--- src/rtl/smpl_pkg.sv ---
package smpl_pkg;

    localparam int STAT_W        = 32;
    localparam int FILL_HEADROOM = 16;

    typedef struct packed {
        logic triggered;
        logic mem_avail;
        logic capturing;
    } cap_flags_t;

    typedef enum logic [1:0] {
        SEL_FILL  = 2'd0,
        SEL_DUR   = 2'd1,
        SEL_FLAGS = 2'd2,
        SEL_NONE  = 2'd3
    } stat_sel_e;

    function automatic logic [STAT_W-1:0] flags_word(input cap_flags_t f);
        return {{(STAT_W-3){1'b0}}, f};
    endfunction

endpackage

--- src/rtl/smpl_rate_div.sv ---
module smpl_rate_div #(
    parameter int DIV_W = 32
) (
    input  logic             clk,
    input  logic             rst,
    input  logic             restart,
    input  logic             run,
    input  logic             bypass,
    input  logic [DIV_W-1:0] div,
    output logic             sen
);
    logic [DIV_W-1:0] cnt;
    logic             every;
    logic             wrap;

    assign every = bypass || (div == '0);
    assign wrap  = every || (cnt >= div);
    assign sen   = run && wrap;

    always_ff @(posedge clk) begin
        if (rst) begin
            cnt <= '0;
        end else if (restart) begin
            cnt <= '0;
        end else if (run) begin
            if (wrap) cnt <= '0;
            else      cnt <= cnt + 1'b1;
        end
    end
endmodule

--- src/rtl/smpl_dur_timer.sv ---
module smpl_dur_timer #(
    parameter int TICKS_PER_UNIT = 100000,
    parameter int DUR_W          = 32
) (
    input  logic             clk,
    input  logic             rst,
    input  logic             clear,
    input  logic             run,
    output logic [DUR_W-1:0] dur
);
    localparam int TICK_W = (TICKS_PER_UNIT > 1) ? $clog2(TICKS_PER_UNIT) : 1;
    localparam logic [TICK_W-1:0] LAST_TICK = TICK_W'(TICKS_PER_UNIT - 1);

    logic [TICK_W-1:0] tick;

    always_ff @(posedge clk) begin
        if (rst || clear) begin
            tick <= '0;
            dur  <= '0;
        end else if (run) begin
            if (tick == LAST_TICK) begin
                tick <= '0;
                dur  <= dur + 1'b1;
            end else begin
                tick <= tick + 1'b1;
            end
        end
    end
endmodule

--- src/rtl/smpl_fill_ctrl.sv ---
module smpl_fill_ctrl
    import smpl_pkg::*;
#(
    parameter int FILL_W      = 32,
    parameter int FILL_THRESH = 4080,
    parameter int PRE_WIN     = 256
) (
    input  logic              clk,
    input  logic              rst,
    input  logic              start,
    input  logic              stop,
    input  logic              trig,
    input  logic              sen,
    output logic [FILL_W-1:0] fill,
    output cap_flags_t        flags
);
    localparam logic [FILL_W-1:0] LAST_WORD = FILL_W'(FILL_THRESH - 1);
    localparam logic [FILL_W-1:0] PRE_LIMIT = FILL_W'(PRE_WIN);

    logic may_write;
    logic wr;

    assign may_write = flags.triggered || (fill < PRE_LIMIT);
    assign wr        = sen && may_write;

    always_ff @(posedge clk) begin
        if (rst) begin
            fill  <= '0;
            flags <= '{triggered: 1'b0, mem_avail: 1'b1, capturing: 1'b0};
        end else if (start) begin
            fill  <= '0;
            flags <= '{triggered: 1'b0, mem_avail: 1'b1, capturing: 1'b1};
        end else if (stop) begin
            flags.capturing <= 1'b0;
        end else if (flags.capturing) begin
            if (trig) flags.triggered <= 1'b1;
            if (wr) begin
                fill <= fill + 1'b1;
                if (fill == LAST_WORD) begin
                    flags.capturing <= 1'b0;
                    flags.mem_avail <= 1'b0;
                end
            end
        end
    end
endmodule

--- src/rtl/smpl_capture_timebase.sv ---
module smpl_capture_timebase
    import smpl_pkg::*;
#(
    parameter int DIV_W          = 32,
    parameter int MEM_DEPTH      = 4096,
    parameter int PRE_WIN        = 256,
    parameter int TICKS_PER_UNIT = 100000
) (
    input  logic             clk,
    input  logic             rst,
    input  logic             cmd_start,
    input  logic             cmd_stop,
    input  logic             trig_pulse,
    input  logic [DIV_W-1:0] cfg_div,
    input  logic             cfg_bypass,
    input  logic             cfg_ext_clk,
    input  logic [1:0]       stat_sel,
    output logic             sample_en,
    output logic [31:0]      fill_count,
    output logic [31:0]      dur_count,
    output logic             flag_triggered,
    output logic             flag_mem_avail,
    output logic             flag_capturing,
    output logic [31:0]      stat_data
);
    localparam int FILL_THRESH = MEM_DEPTH - FILL_HEADROOM;

    cap_flags_t flags;
    logic       bypass_eff;
    logic       run;

    assign bypass_eff = cfg_bypass || cfg_ext_clk;
    assign run        = flags.capturing && !cmd_stop;

    smpl_rate_div #(.DIV_W(DIV_W)) u_div (
        .clk     (clk),
        .rst     (rst),
        .restart (cmd_start),
        .run     (flags.capturing),
        .bypass  (bypass_eff),
        .div     (cfg_div),
        .sen     (sample_en)
    );

    smpl_dur_timer #(.TICKS_PER_UNIT(TICKS_PER_UNIT), .DUR_W(32)) u_dur (
        .clk   (clk),
        .rst   (rst),
        .clear (cmd_start),
        .run   (run),
        .dur   (dur_count)
    );

    smpl_fill_ctrl #(.FILL_W(32), .FILL_THRESH(FILL_THRESH), .PRE_WIN(PRE_WIN)) u_fill (
        .clk   (clk),
        .rst   (rst),
        .start (cmd_start),
        .stop  (cmd_stop),
        .trig  (trig_pulse),
        .sen   (sample_en),
        .fill  (fill_count),
        .flags (flags)
    );

    assign flag_triggered = flags.triggered;
    assign flag_mem_avail = flags.mem_avail;
    assign flag_capturing = flags.capturing;

    always_comb begin
        case (stat_sel_e'(stat_sel))
            SEL_FILL:  stat_data = fill_count;
            SEL_DUR:   stat_data = dur_count;
            SEL_FLAGS: stat_data = flags_word(flags);
            default:   stat_data = '0;
        endcase
    end
endmodule

--- config.mk ---
export PLATFORM = sky130hd
export DESIGN_NAME = smpl_capture_timebase
export DESIGN_NICKNAME = d
export VERILOG_FILES = /design/src/rtl/smpl_pkg.sv /design/src/rtl/smpl_rate_div.sv /design/src/rtl/smpl_dur_timer.sv /design/src/rtl/smpl_fill_ctrl.sv /design/src/rtl/smpl_capture_timebase.sv
export SDC_FILE = /design/constraint.sdc
export NUM_CORES = 1
export LEC_CHECK = 0
export ABC_AREA = 1
export ABC_CLOCK_PERIOD_IN_PS = 2200
export BUFFER_PORTS_ARGS = -buffer_cell sky130_fd_sc_hd__buf_4
export CORE_ASPECT_RATIO = 1.5
export CORE_UTILIZATION = 31
export DETAILED_ROUTE_END_ITERATION = 6
export SYNTH_ARGS = -nofsm -noshare
export SYNTH_HDL_FRONTEND = slang
export SYNTH_SLANG_ARGS = --single-unit
--- constraint.sdc ---
create_clock -name clk -period 2.2 [get_ports clk]
set_input_delay 0.44 -clock clk [delete_from_list [all_inputs] [get_ports clk]]
set_output_delay 0.44 -clock clk [all_outputs]
set_load 0.05 [all_outputs]
==> run summary <==
The slowest stage of the critical path belongs to the cell sky130_fd_sc_hd__dfxtp_2. The clock insertion delay at the later pin of the skew report was 0.43 ns; the power per unit of standard cell area was 508 nW/um^2. VDD sags by at most 0.441 mV.

For this run, the slowest stage of the critical path takes 0.34 ns. The final reports fail on negative setup slack. After layout, the minimum clock period comes to 2.58 ns.

The top cell types in the final layout, fill and taps aside, are sky130_fd_sc_hd__nand2_1, sky130_fd_sc_hd__buf_4, sky130_fd_sc_hd__inv_1. The worst setup path is launched from a register. Setup violations remaining at the end of the flow were counted as 31. Number of global-route vias before repair: 8915.

The fraction of final layout cells sized beyond drive strength 1 is 0.241, and the number of distinct library cell variants in the gate-level netlist after synthesis is 34. The run gives 0.539 as the worst max-slew margin expressed relative to the limit. The final routed wire length divided by cell count works out to 16.0 um.

The initial cell density of the core is 0.316, and the weighted congestion at the end of routability-driven global placement is 1.02. For the worst setup path, the data required time is 1.76 ns. The startpoint identified for the worst hold timing path is rst.

The launch instance of the worst register-to-register path was u_div.cnt[23]. After clock tree synthesis, the clock-pin slew on the worst setup and hold paths is 0.05 ns. The number of synthesized register bits came out at 116. After floorplanning, the core was sized to cover 25100 sq um. The iteration-0 DRC count of the detailed router came out at 489. The flow ran to the end, but the final reports show violations.

The net count reported at finish was 1549; the leakage power was 4.56 nW. The final worst-path cycle share was 1.17. The clock network fraction of total power was 0.552; the number of vias per cell was 5.03. Once placement completed, the tool counted placed cells totaling 1771. The minimum setup slack among reg-to-reg paths is -0.15 ns, and the maximum fanout encountered on the critical timing path is 2.

Cell type contributing the most total cell area after synthesis: sky130_fd_sc_hd__dfxtp_1. 0 antenna diodes ended up in the layout. The net switching fraction of the power came out at 0.225. The detailed router used layers up to and including met4. After detailed routing, the number of remaining DRC violations is 0. Sorting the synthesized cells by area gives the leading types as sky130_fd_sc_hd__dfxtp_1, sky130_fd_sc_hd__nand2_1, sky130_fd_sc_hd__inv_1. The number of clock buffers added by TritonCTS is 17. The arrival time at the worst endpoint is 2.14 ns.

The tools report the sort of element at the end of the critical path as a primary output. The tools report the number of non-filler instances in the completed layout as 1813. The first TritonRoute pass finished after 5 iterations. Setup repair after global routing could not meet its margin everywhere. For this block, wires on met1 add up to 11.1 mm. The tool flagged a number of max-cap violations equal to 0. The Yosys step of the flow raised 0 warnings.

The clock root buffer is sky130_fd_sc_hd__clkbuf_16. After technology mapping, the gate count stands at 1244. The cell count of the worst reg-to-reg path was 13; the number of nets produced by synthesis was 1321.

The tightest hold path in the finished design has a slack of 0.174 ns. The tools report the capturing point of the worst reg2reg path as u_fill.fill[7]. The tools report the final number of max-transition violations as 0. Sum of met2 wire segment lengths after detailed routing: 15.5 mm. The smallest setup slack after layout is -0.377 ns, and the combinational share of power is 0.079.

The hold violation total from the final report is 0. The completed layout was analyzed and its total power is 5.70 mW. Measured along the x axis, the die boundary spans 132 um. Full die area: 26200 sq um. Entering global routing, the biggest net connects 36 pins.

The y dimension of the die was 198 um. TritonCTS built the clock tree. The run gives 45.3 mm as the first-pass GRT wire length. Most common cell after layout, fill and taps aside: sky130_fd_sc_hd__nand2_1.

Wires add up to 28.9 mm. The path with the worst hold slack has its endpoint at u_fill.flags[0]. The total negative slack came out at -2.71 ns. The sum of met3 wire segment lengths after detailed routing was 1.44 mm; the number of H-tree levels was 4. Clock skew on the completed layout was measured at 0.00859 ns. In this run the power spent charging and discharging nets is 1.28 mW. The detail route stage leaves a number of antenna-violating nets equal to 0. The final design utilization is 0.448. The setup path with the least slack is of type reg2out.

The critical path's most frequent cell is sky130_fd_sc_hd__nand2_4. The wire-length estimate of the detail-placed layout is 21.9 mm. The critical path goes through ha_4 -> nand2_4 -> nor2_4 -> nand4_1 -> nor3b_4 -> nand2_4 -> a21oi_4 -> buf_6 -> buf_8.

The final route contains 9123 vias. For the remaining global-route overflow, the log shows 0. The tightest min-delay check is of the in2reg type.

After floorplanning, the core was divided into 71 placement rows. The combined global-route utilization of all metal layers was 0.222; the highest clock rate was 388 MHz. The worst hold path passes through 2 cells. The cell area that synthesis handed to floorplanning was 7910 sq um. CTS saw 116 sinks. The run gives 2570 as the number of fill cells. For the sequential share of power, the log shows 0.370. In this run the deepest clock path goes through 2 buffers. Average cell area after synthesis: 6.36 sq um. The slew at the pin closest to its max-slew limit came out at 0.691 ns.

For the part of the Yosys area used for sequential elements, the log shows 0.294. In this run the count of I/O pins placed on the die edge is 141. The count of buffers inserted at the top-level ports came out at 140.

Design internal power: 4.42 mW. The number of antenna violations at the first check in global routing was 0; the area added between synthesis and finish was 41.9%. The number of hold buffers added after CTS was 0. The area fraction of the dominant cell type after synthesis works out to 0.294.
-- worst max-delay path, delay by kind of cell, from the launching register on --
family | cells | cell delay, ns
adder cells (fa/ha/maj) | 1 | 0.28
AO/OA/AOI/OAI | 1 | 0.14
AND/OR/NAND/NOR | 5 | 0.68
flip-flops | 1 | 0.34
buffers and inverters | 2 | 0.26
-- per-layer routing --
layer / global-route usage / vias up
met4: 0.0911 / 0
met1: 0.239 / 4212
li1: - / 4550
met5: 0 / -
met2: 0.423 / 296
met3: 0.0367 / 65
-- worst max-delay path by stage --
stage,startpoint,to,slack [ns],cells after the start
after CTS,u_div.cnt[20],sample_en,-0.45,9
after detailed placement,cfg_div[23],sample_en,-0.51,11
after global placement,cfg_div[23],sample_en,-0.54,11
after floorplan,stat_sel[0],stat_data[17],-0.23,4
final,u_div.cnt[23],sample_en,-0.38,9
after global routing,u_div.cnt[23],sample_en,-0.52,9
-- registers in the layout, indices dropped and copies added, names as in the netlist --
signal and flops:
u_div.cnt 32, u_dur.dur 32, u_fill.fill 32, u_dur.tick 17, u_fill.flags 3
-- area by class of cell --
cell class                      instances  area (sq um)  share of cell area
Clock inverter                          9           173              0.0154
Sequential cell                       116          2330               0.208
Tap cell                              328           410              0.0366
Multi-Input combinational cell        928          5220               0.465
Timing Repair Buffer                  245          1990               0.177
Clock buffer                           23           488              0.0435
Inverter                              164           616              0.0548
-- stage by stage --
stage / instance area (sq um) / worst slack, ns
after detailed placement: 10100 / -0.513
after global routing: 11200 / -0.520
final: 11200 / -0.377
after global placement: 10100 / -0.544
after floorplan: 8040 / -0.232
after CTS: 11000 / -0.447
-- cells in the mapped netlist --
master and count:
sky130_fd_sc_hd__a211oi_1 3, sky130_fd_sc_hd__a21o_1 2, sky130_fd_sc_hd__a21oi_1 87, sky130_fd_sc_hd__and3_1 1, sky130_fd_sc_hd__buf_2 11, sky130_fd_sc_hd__clkbuf_1 25
sky130_fd_sc_hd__clkinv_1 1, sky130_fd_sc_hd__dfxtp_1 116, sky130_fd_sc_hd__ha_1 36, sky130_fd_sc_hd__inv_1 160, sky130_fd_sc_hd__inv_2 3, sky130_fd_sc_hd__nand2_1 320
sky130_fd_sc_hd__nand2_2 3, sky130_fd_sc_hd__nand3_1 49, sky130_fd_sc_hd__nand3b_1 1, sky130_fd_sc_hd__nand4_1 77, sky130_fd_sc_hd__nand4_2 1, sky130_fd_sc_hd__nor2_1 142
sky130_fd_sc_hd__nor2_2 8, sky130_fd_sc_hd__nor3_1 62, sky130_fd_sc_hd__nor3_2 3, sky130_fd_sc_hd__nor3b_1 6, sky130_fd_sc_hd__nor3b_2 1, sky130_fd_sc_hd__nor4_1 10
sky130_fd_sc_hd__nor4_2 1, sky130_fd_sc_hd__o21a_1 2, sky130_fd_sc_hd__o21ai_0 18, sky130_fd_sc_hd__o21ai_1 3, sky130_fd_sc_hd__o21bai_1 1, sky130_fd_sc_hd__o221ai_1 3
sky130_fd_sc_hd__o22ai_1 21, sky130_fd_sc_hd__or2_0 1, sky130_fd_sc_hd__xnor2_1 3, sky130_fd_sc_hd__xor2_1 63
-- power by group through the flow --
stage	sequential [mW]	clock (mW)	combinational, mW
6_report	2.11	3.15	0.449
5_1_grt	2.11	3.28	0.482
4_1_cts	2.11	3.17	0.435
3_5_place_dp	2.15	0	0.370
3_3_place_gp	2.15	0	0.365
2_1_floorplan	2.16	0	0.177
-- repair_timing --
| action | 4_1_cts | 5_1_grt |
|---|---|---|
| setup endpoints to repair | 57 | 71 |
| cloned | 3 | 2 |
| gates resized for setup | 34 | 33 |
| setup buffers | 7 | 2 |
| pin swaps | 12 | 12 |
-- kinds of logic (layout without fill, tap and decap cells) --
| group | Yosys count | count (layout) | share of synthesized area |
|---|---|---|---|
| buffers and inverters | 200 | 441 | 0.0967 |
| adders and majority gates | 36 | 36 | 0.0570 |
| and+or+nand+nor | 686 | 686 | 0.384 |
| DFF | 116 | 116 | 0.294 |
| xor gates and xnor gates | 66 | 66 | 0.0731 |
| AOI/OAI and AO/OA | 140 | 140 | 0.0959 |
(Power assumes the default switching activity.)
